$ cat src/rtl/field_dma_pkg.sv
package field_dma_pkg;
  localparam int NPLANE  = 3;
  localparam int NPAR    = 2;
  localparam int IDX_W   = 4;
  localparam int CFG_W   = 32;
  localparam int WORD_BY = 4;

  // register selector within one parity (cfg_idx[2:0])
  typedef enum logic [2:0] {
    SEL_START0  = 3'd0,
    SEL_START1  = 3'd1,
    SEL_START2  = 3'd2,
    SEL_SKIP0   = 3'd3,
    SEL_SKIP1   = 3'd4,
    SEL_SKIP2   = 3'd5,
    SEL_LIMIT   = 3'd6,
    SEL_NONE    = 3'd7
  } cfg_sel_e;

  function automatic cfg_sel_e start_sel(input int plane);
    return cfg_sel_e'(3'(plane));
  endfunction

  function automatic cfg_sel_e skip_sel(input int plane);
    return cfg_sel_e'(3'(plane + 3));
  endfunction
endpackage

$ cat src/rtl/field_dma_regs.sv
module field_dma_regs
  import field_dma_pkg::*;
#(
  parameter int ADDR_W = 24,
  parameter int SKIP_W = 16
) (
  input  logic                                   clk,
  input  logic                                   rst_n,
  input  logic                                   cfg_we,
  input  logic [IDX_W-1:0]                       cfg_idx,
  input  logic [CFG_W-1:0]                       cfg_wdata,
  output logic [NPAR-1:0][NPLANE-1:0][ADDR_W-1:0] start_o,
  output logic [NPAR-1:0][NPLANE-1:0][SKIP_W-1:0] skip_o,
  output logic [NPAR-1:0][ADDR_W-1:0]             limit_o,
  output logic [NPAR-1:0]                         limit_wr_o
);
  logic [CFG_W-1:0] unused_wdata;
  assign unused_wdata = cfg_wdata;

  cfg_sel_e sel;
  logic     par;
  assign sel = cfg_sel_e'(cfg_idx[2:0]);
  assign par = cfg_idx[3];

  // aligned forms of the write data
  logic [ADDR_W-1:0] wd_half, wd_word;
  logic [SKIP_W-1:0] wd_skip;
  assign wd_half = {cfg_wdata[ADDR_W-1:1], 1'b0};
  assign wd_word = {cfg_wdata[ADDR_W-1:2], 2'b00};
  assign wd_skip = {cfg_wdata[SKIP_W-1:2], 2'b00};

  for (genvar p = 0; p < NPAR; p++) begin : g_par
    logic par_hit;
    assign par_hit = cfg_we && (par == 1'(p));

    for (genvar k = 0; k < NPLANE; k++) begin : g_plane
      logic              st_en, sk_en;
      logic [ADDR_W-1:0] st_q, st_d;
      logic [SKIP_W-1:0] sk_q, sk_d;

      always_comb begin
        st_en = par_hit && (sel == start_sel(k));
        sk_en = par_hit && (sel == skip_sel(k));
        st_d  = (k == 0) ? wd_half : wd_word;
        sk_d  = wd_skip;
      end

      always_ff @(posedge clk or negedge rst_n) begin
        if (!rst_n)     st_q <= '0;
        else if (st_en) st_q <= st_d;
      end

      always_ff @(posedge clk or negedge rst_n) begin
        if (!rst_n)     sk_q <= '0;
        else if (sk_en) sk_q <= sk_d;
      end

      assign start_o[p][k] = st_q;
      assign skip_o[p][k]  = sk_q;
    end

    logic              lim_en;
    logic [ADDR_W-1:0] lim_q;
    assign lim_en = par_hit && (sel == SEL_LIMIT);

    always_ff @(posedge clk or negedge rst_n) begin
      if (!rst_n)      lim_q <= '0;
      else if (lim_en) lim_q <= wd_word;
    end

    assign limit_o[p]    = lim_q;
    assign limit_wr_o[p] = lim_en;
  end
endmodule

$ cat src/rtl/field_dma_ptr.sv
module field_dma_ptr
  import field_dma_pkg::*;
#(
  parameter int ADDR_W = 24,
  parameter int SKIP_W = 16
) (
  input  logic              clk,
  input  logic              rst_n,
  input  logic              load,
  input  logic [ADDR_W-1:0] load_addr,
  input  logic              step,
  input  logic              eol,
  input  logic [SKIP_W-1:0] skip,
  output logic [ADDR_W-1:0] cur_o
);
  localparam logic [ADDR_W-1:0] STEP_INC = ADDR_W'(WORD_BY);

  logic [ADDR_W-1:0] cur_q, cur_d, after_word;
  logic              en;

  always_comb begin
    after_word = step ? (cur_q + STEP_INC) : cur_q;
    en         = load | step | eol;
    if (load)     cur_d = load_addr;
    else if (eol) cur_d = after_word + ADDR_W'(skip);
    else          cur_d = after_word;
  end

  always_ff @(posedge clk or negedge rst_n) begin
    if (!rst_n)  cur_q <= '0;
    else if (en) cur_q <= cur_d;
  end

  assign cur_o = cur_q;
endmodule

$ cat src/rtl/field_dma_limit.sv
module field_dma_limit #(
  parameter int ADDR_W = 24
) (
  input  logic              clk,
  input  logic              rst_n,
  input  logic              chk,
  input  logic              par_odd,
  input  logic [ADDR_W-1:0] addr,
  input  logic [ADDR_W-1:0] limit,
  input  logic [1:0]        clr,
  output logic              over_o,
  output logic              err_even_o,
  output logic              err_odd_o
);
  logic over;
  logic err_even_q, err_even_d, err_odd_q, err_odd_d;

  always_comb begin
    over       = addr >= limit;
    err_even_d = err_even_q;
    err_odd_d  = err_odd_q;
    if (clr[0]) err_even_d = 1'b0;
    if (clr[1]) err_odd_d  = 1'b0;
    if (chk && over && !par_odd) err_even_d = 1'b1;
    if (chk && over &&  par_odd) err_odd_d  = 1'b1;
  end

  always_ff @(posedge clk or negedge rst_n) begin
    if (!rst_n) begin
      err_even_q <= 1'b0;
      err_odd_q  <= 1'b0;
    end else begin
      err_even_q <= err_even_d;
      err_odd_q  <= err_odd_d;
    end
  end

  assign over_o     = over;
  assign err_even_o = err_even_q;
  assign err_odd_o  = err_odd_q;
endmodule

$ cat src/rtl/field_dma_agen.sv
module field_dma_agen
  import field_dma_pkg::*;
#(
  parameter int ADDR_W = 24,
  parameter int SKIP_W = 16
) (
  input  logic              clk,
  input  logic              rst_n,
  input  logic              cfg_we,
  input  logic [3:0]        cfg_idx,
  input  logic [31:0]       cfg_wdata,
  input  logic              field_start,
  input  logic              field_odd,
  input  logic              pix_we,
  input  logic [1:0]        pix_plane,
  input  logic              pix_eol,
  output logic              wr_en,
  output logic [ADDR_W-1:0] wr_addr,
  output logic              addr_err_even,
  output logic              addr_err_odd
);
  // reset: asynchronous assert, synchronous release
  logic rst_meta, rst_sync_n;
  always_ff @(posedge clk or negedge rst_n) begin
    if (!rst_n) begin
      rst_meta   <= 1'b0;
      rst_sync_n <= 1'b0;
    end else begin
      rst_meta   <= 1'b1;
      rst_sync_n <= rst_meta;
    end
  end

  logic [NPAR-1:0][NPLANE-1:0][ADDR_W-1:0] start_r;
  logic [NPAR-1:0][NPLANE-1:0][SKIP_W-1:0] skip_r;
  logic [NPAR-1:0][ADDR_W-1:0]             limit_r;
  logic [NPAR-1:0]                         limit_wr;

  field_dma_regs #(.ADDR_W(ADDR_W), .SKIP_W(SKIP_W)) u_regs (
    .clk        (clk),
    .rst_n      (rst_sync_n),
    .cfg_we     (cfg_we),
    .cfg_idx    (cfg_idx),
    .cfg_wdata  (cfg_wdata),
    .start_o    (start_r),
    .skip_o     (skip_r),
    .limit_o    (limit_r),
    .limit_wr_o (limit_wr)
  );

  // current field parity
  logic cur_odd_q, cur_odd_d;
  always_comb cur_odd_d = field_start ? field_odd : cur_odd_q;
  always_ff @(posedge clk or negedge rst_sync_n) begin
    if (!rst_sync_n) cur_odd_q <= 1'b0;
    else             cur_odd_q <= cur_odd_d;
  end

  // qualified pixel events
  logic plane_ok, accept, eol_ok;
  always_comb begin
    plane_ok = pix_plane < 2'(NPLANE);
    accept   = pix_we  && !field_start && plane_ok;
    eol_ok   = pix_eol && !field_start && plane_ok;
  end

  logic [NPLANE-1:0][ADDR_W-1:0] cur_addr;

  for (genvar k = 0; k < NPLANE; k++) begin : g_ptr
    logic              hit;
    logic [ADDR_W-1:0] ld_addr;
    assign hit     = pix_plane == 2'(k);
    assign ld_addr = field_odd ? start_r[1][k] : start_r[0][k];

    field_dma_ptr #(.ADDR_W(ADDR_W), .SKIP_W(SKIP_W)) u_ptr (
      .clk       (clk),
      .rst_n     (rst_sync_n),
      .load      (field_start),
      .load_addr (ld_addr),
      .step      (accept && hit),
      .eol       (eol_ok && hit),
      .skip      (cur_odd_q ? skip_r[1][k] : skip_r[0][k]),
      .cur_o     (cur_addr[k])
    );
  end

  logic [ADDR_W-1:0] sel_addr, limit_sel;
  always_comb begin
    sel_addr  = plane_ok ? cur_addr[pix_plane] : '0;
    limit_sel = cur_odd_q ? limit_r[1] : limit_r[0];
  end

  logic over;
  field_dma_limit #(.ADDR_W(ADDR_W)) u_limit (
    .clk        (clk),
    .rst_n      (rst_sync_n),
    .chk        (accept),
    .par_odd    (cur_odd_q),
    .addr       (sel_addr),
    .limit      (limit_sel),
    .clr        (limit_wr),
    .over_o     (over),
    .err_even_o (addr_err_even),
    .err_odd_o  (addr_err_odd)
  );

  // output stage
  logic              wr_en_q, wr_en_d;
  logic [ADDR_W-1:0] wr_addr_q;
  always_comb wr_en_d = accept && !over;

  always_ff @(posedge clk or negedge rst_sync_n) begin
    if (!rst_sync_n) wr_en_q <= 1'b0;
    else             wr_en_q <= wr_en_d;
  end

  always_ff @(posedge clk or negedge rst_sync_n) begin
    if (!rst_sync_n)  wr_addr_q <= '0;
    else if (accept)  wr_addr_q <= sel_addr;
  end

  assign wr_en   = wr_en_q;
  assign wr_addr = wr_addr_q;
endmodule

$ cat config.mk
export PLATFORM = sky130hd
export DESIGN_NAME = field_dma_agen
export DESIGN_NICKNAME = d
export VERILOG_FILES = /design/src/rtl/field_dma_pkg.sv /design/src/rtl/field_dma_regs.sv /design/src/rtl/field_dma_ptr.sv /design/src/rtl/field_dma_limit.sv /design/src/rtl/field_dma_agen.sv
export SDC_FILE = /design/constraint.sdc
export NUM_CORES = 1
export LEC_CHECK = 0
export ABC_AREA = 1
export CAP_MARGIN = 20
export CORE_ASPECT_RATIO = 1.75
export CORE_MARGIN = 3
export CORE_UTILIZATION = 30
export CTS_CLUSTER_SIZE = 24
export DETAILED_ROUTE_END_ITERATION = 8
export DONT_BUFFER_PORTS = 1
export PLACE_DENSITY_LB_ADDON = 0.12
export SLEW_MARGIN = 10
export SYNTH_ARGS = -nofsm -noshare
export SYNTH_HDL_FRONTEND = slang
export SYNTH_SLANG_ARGS = --single-unit
$ cat constraint.sdc
create_clock -name clk -period 13.6 [get_ports clk]
set_clock_uncertainty 0.05 [all_clocks]
set_input_delay 1.36 -clock clk [delete_from_list [all_inputs] [get_ports clk]]
set_output_delay 1.36 -clock clk [all_outputs]
set_load 0.02 [all_outputs]
Word level (Yosys, flattened, before mapping)
Cells that the tools add are included.
{"block": "classes", "eq_ne": 8, "n_reduce_logical": 37, "n_bitwise": 7, "order_cmp": 3, "muxes": 23, "n_addsub": 6}
{"operator": "2-to-1 mux 24 bit", "count": 15}
{"operator": "adder 24 x 16 -> 24 bit", "count": 3}
{"operator": "adder 24 x 3 -> 24 bit, second input constant", "count": 3}
{"operator": "binary-select mux 24 bit (select 2 bit)", "count": 1}
{"operator": "2-to-1 mux 16 bit", "count": 3}
{"operator": "logical AND 1 bit", "count": 30}
{"operator": ">= comparator 24 bit", "count": 1}
{"operator": "equality test 3 bit, second input constant", "count": 3}
{"operator": "equality test 3 x 2 -> 1 bit, second input constant", "count": 2}
{"operator": "OR 1 bit", "count": 6}
{"operator": "2-to-1 mux 1 bit", "count": 4}
{"operator": "nonzero test 2 bit", "count": 2}
{"operator": "equality test 3 x 1 -> 1 bit, second input constant", "count": 1}
{"operator": "zero test 1 bit", "count": 3}
{"operator": "zero test 3 bit", "count": 1}
{"operator": "< comparator 2 x 3 -> 1 bit, second input constant", "count": 1}
{"operator": "equality test 2 x 1 -> 1 bit, second input constant", "count": 1}
{"operator": "equality test 2 bit, second input constant", "count": 1}
{"operator": "zero test 2 bit", "count": 1}
{"operator": "< comparator 2 bit, second input constant", "count": 1}
{"operator": "NOT 1 bit", "count": 1}
{"block": "word_totals", "ff_bits": 364}

Depth between registers and ports, before layout
{"block": "depth", "word_depth": 8, "mapped_depth": 22, "depth_no_buf": 21}

Cells and area by module
From an unflattened synthesis, not the netlist that was laid out.
{"block": "unflattened", "hier_cells": 3133, "area_unflattened_um2": 23292.3}
{"mod": "field_dma_regs", "instances": 1, "area_per_inst_um2": 10791.6, "cells_each": 1217, "seq_area_each_um2": 6556.3}
{"mod": "field_dma_agen", "instances": 1, "area_per_inst_um2": 3472.1, "cells_each": 546, "seq_area_each_um2": 700.7}
{"mod": "field_dma_ptr (g_ptr[1].u_ptr)", "instances": 1, "area_per_inst_um2": 2808.9, "cells_each": 434, "seq_area_each_um2": 600.6}
{"mod": "field_dma_ptr (g_ptr[2].u_ptr)", "instances": 1, "area_per_inst_um2": 2747.6, "cells_each": 421, "seq_area_each_um2": 600.6}
{"mod": "field_dma_ptr (g_ptr[0].u_ptr)", "instances": 1, "area_per_inst_um2": 2698.8, "cells_each": 393, "seq_area_each_um2": 600.6}
{"mod": "field_dma_limit", "instances": 1, "area_per_inst_um2": 773.2, "cells_each": 122, "seq_area_each_um2": 50.0}

Worst setup path after synthesis
No wires, ideal clock.
{"block": "synth_path", "path_kind": "input to register", "start": "input port field_start", "end": "register g_ptr[2].u_ptr.cur_q[14]", "cell_stages": 19, "setup_slack_ns": 9.812, "arrival_ns": 3.656, "t_required_ns": 13.467, "setup_ns": 0.083, "cell_sequence": "inv_2 nand2_4 inv_2 nand2_2 buf_6 xor2_1 inv_1 ha_1 fa_1 nand2_1 nand2_1 nand3b_1 nand2_1 a21boi_0 nor2_1 nor2_1 xnor2_1 nor2_1 o21ai_0"}
{"block": "synth_via", "elab_chain_len": 8, "word_cells_on_any_way": 13}
{"item": "start: declaration", "line": "field_dma_agen.sv:12", "rtl": "input logic field_start,"}
{"item": "zero test 1 bit", "line": "field_dma_agen.sv:63, field_dma_agen.sv:64"}
{"item": "logical AND 1 bit (2 in a row)", "line": "field_dma_agen.sv:63", "rtl": "accept = pix_we && !field_start && plane_ok;"}
{"item": "logical AND 1 bit", "line": "field_dma_agen.sv:80", "rtl": ".step (accept && hit),"}
{"item": "2-to-1 mux 24 bit", "line": "field_dma_ptr.sv:22", "rtl": "after_word = step ? (cur_q + STEP_INC) : cur_q;"}
{"item": "adder 24 x 16 -> 24 bit", "line": "field_dma_ptr.sv:25", "rtl": "else if (eol) cur_d = after_word + ADDR_W'(skip);"}
{"item": "2-to-1 mux 24 bit", "line": "field_dma_ptr.sv:25"}
{"item": "2-to-1 mux 24 bit", "line": "field_dma_ptr.sv:24", "rtl": "if (load) cur_d = load_addr;"}
{"item": "end signal: assignment", "line": "field_dma_ptr.sv:31", "rtl": "else if (en) cur_q <= cur_d;"}
{"item": "end: declaration", "line": "field_dma_ptr.sv:18", "rtl": "logic [ADDR_W-1:0] cur_q, cur_d, after_word;"}
Several ways; a longest one is shown, not always the timed one.
A chain may end at the register's enable or synchronous reset.

Final worst setup path
Same ends and word-level chain as after synthesis.

==> flow_summary.yaml <==
outcome:
  status: "complete, no violations"
global_route:
  antenna_found_initial: 2
  grt_pass1_vias: 18100
  grt_first_pass_wirelength_mm: 108
  grt_max_degree: 77
  grt.overflow.total: 0
  grt_usage_pct: 20.3
final_layout:
  nets: 2706
  area_growth_syn_to_layout_pct: 10.9
  drive_above_1_share_pct: 4.64
  postLayoutCellArea_um2: 22000
power_and_ir_drop:
  p_leak_nw: 10.6
  cellPowerDensity_nw_per_um2: 151
  peakVddDrop_mv: 0.0706
die:
  core_area_um2: 65500
  die_width_um: 200
  start_util_pct: 30.3
  rows: 124
  die_h_um: 346
  die-area_um2: 69400
  top_level_ports: 72
cts:
  h-tree-depth: 2
  post_cts_buffers: 0
  post_cts_resized: 0
  clk_pin_slew_ns: 0.06
  root_buffer: "clkbuf_16"
  cts_sinks: 359
  clockBufferDepth: 3
  tritoncts: "done"
  cts_buffers: 38
  hold_buffers: 0
  clk_latency_ns: 0.56
worst_setup_path:
  rr_worst_depth: 16
  critPathMaxFanout: 61
  critPathCaptureType: "register"
  crit_path_end: "g_ptr[2].u_ptr.cur_o[14]"
  startpoint: "field_start"
  rrSetupSlack_ns: 9.66
  critPathArrivalTime_ns: 5.43
  reg2reg_from: "cur_odd_q"
  reg2reg_to: "g_ptr[2].u_ptr.cur_o[14]"
  path_class: "primary input to register"
  start_kind: "primary input"
  required_ns: 14.03
drt:
  firstDrtPassIters: 5
  drc: 0
  vias: 17500
  via_per_inst: 5.00
  ant_nets: 0
  drt-total-wl_mm: 71.0
  wl_per_cell_um: 20.4
  first_iter_violations: 990
synthesis:
  yosysUniqueCellTypes: 44
  synthTopCellsByArea: "dfrtp_1, nand2_1, o21ai_0, ha_1, nor2_1"
  ys_warn_count: 0
  synth_edf_count: 0
  synth_most_common_cell: "nand2_1"
  synthTopCellsByCount: "nand2_1, o21ai_0, dfrtp_1"
  synth_top_area_share_pct: 45.2
  async_flop_share_pct: 100
  seq_area_frac_synth_pct: 45.2
  synth_flop_cell: "dfrtp_1"
  synth_top_cell_by_area: "dfrtp_1"
  syn_avg_cell_area_um2: 7.54
  netlist_instances: 2634
  syn_area_um2: 19900
  synth_seq_cells: 359
  synth.net_count: 2758
place:
  dp_hpwl_mm: 52.1
  placed_area_um2: 20700
  gp_congestion: 0.934
  portBuffers: 0
  pre_cts_slack_ns: 8.07
sta:
  rsz0062_at_grt: "no"
  finalMaxSlewViolations: 0
  fin_crit_sh_pct: 36.7
  slew_headroom_pct: 33.7
  fmax_mhz: 200
  fin_crit_ns: 5.00
  setup_ws_ns: 8.60
  tightestPinTransition_ns: 0.995
  finalHoldViolCount: 0
  finalSetupViolCount: 0
  setup-tns-final_ns: 0
worst_hold_path:
  worst_hold_path_type: "register to register"
job:
  drv_cap: 0
## metal layers
| layer | share of wire (%) | track usage, % |
|---|---|---|
| met1 | 36 | 20.5 |
| met2 | 55 | 40.2 |
| met3 | 4.4 | 2.89 |
| met4 | 4.9 | 9.56 |
| met5 | 0 | 0 |
## registers in the layout (all words and copies together) (netlist names)
| signal | count |
|---|---|
| u_regs.g_par.lim_q | 44 |
| u_limit.err_even_o | 1 |
| wr_en | 1 |
| rst_meta | 1 |
| cur_odd_q | 1 |
| u_regs.g_par.g_plane.sk_q | 84 |
| g_ptr.u_ptr.cur_o | 67 |
| wr_addr | 24 |
| u_limit.err_odd_o | 1 |
| u_regs.g_par.g_plane.st_q | 134 |
| rst_sync_n | 1 |
## report_power, final
part | switching [mW] | internal [mW] | total, mW | leakage, nW
Sequential | 0.164 | 1.28 | 1.44 | 4.54
Combinational | 0.508 | 0.274 | 0.782 | 5.41
Clock | 0.460 | 0.654 | 1.11 | 0.622
## placed cells by master, fill, tap and decap left out, types with 13 or more instances in the layout
cell / synthesis / layout
a21oi_1: 76 / 76
buf_4: 2 / 23
clkbuf_16: 0 / 39
dfrtp_1: 359 / 357
ha_1: 76 / 76
inv_1: 171 / 171
nand2_1: 862 / 862
nand3_1: 102 / 102
nand4_1: 26 / 26
nor2_1: 211 / 209
nor3_1: 25 / 25
o211ai_1: 15 / 15
o21ai_0: 410 / 410
o221ai_1: 13 / 13
o22ai_1: 21 / 21
xnor2_1: 16 / 16
xor2_1: 53 / 53
## logic make-up after synthesis
family	Yosys count	share of synthesized area, %
xor+xnor	69	3.04
simple gates	1259	25.6
compound gates	564	15.1
fa+ha+maj	79	5.09
buf+inv	301	5.79
other cells	1	0.0189
flops	359	45.2
mux	2	0.101
## how the worst min path moves through the flow
stage / start / to / slack [ns] / cells past startpoint
floorplan: rst_meta / rst_sync_n / 0.28 / 0
global placement: rst_meta / rst_sync_n / 0.29 / 0
detailed placement: rst_meta / rst_sync_n / 0.30 / 0
CTS: rst_meta / rst_sync_n / 0.32 / 0
global route: rst_meta / rst_sync_n / 0.32 / 0
finish: rst_meta / rst_sync_n / 0.31 / 0
## critical path, stage by stage
cell      delay, ns
inv_2          0.43
nand2_4        0.18
inv_2          0.24
nand2_2        0.29
nor2_4         0.34
nand3_1        0.35
xor2_1         0.24
inv_1          0.08
ha_1           0.39
nand2_1        0.08
nand3b_1       0.10
nand2_1        0.21
a21boi_0       0.46
nor2_1         0.10
nor2_1         0.16
xnor2_1        0.15
nor2_1         0.05
o21ai_0        0.16
## area by class of cell
type | instances | area (um2)
inverter | 183 | 688
fill | 7026 | 43400
timing repair buffer | 26 | 230
antenna | 1 | 2.50
clock inverter | 16 | 245
tap | 882 | 1100
clock buffer | 47 | 1040
sequential | 359 | 8990
multi-input combinational | 1974 | 9730
## per-stage QoR
stage	hold slack, ns	cells	utilization, %	total power, mW
after detailed placement	0.305	3421	31.6	2.24
after CTS	0.318	3484	33.5	3.38
after floorplan	0.281	2634	-	1.99
final	0.311	3488	33.6	3.34
after global placement	0.288	3421	31.6	2.22
after global routing	0.323	3487	33.6	3.56
No activity file was read; power rests on OpenSTA's default activity.
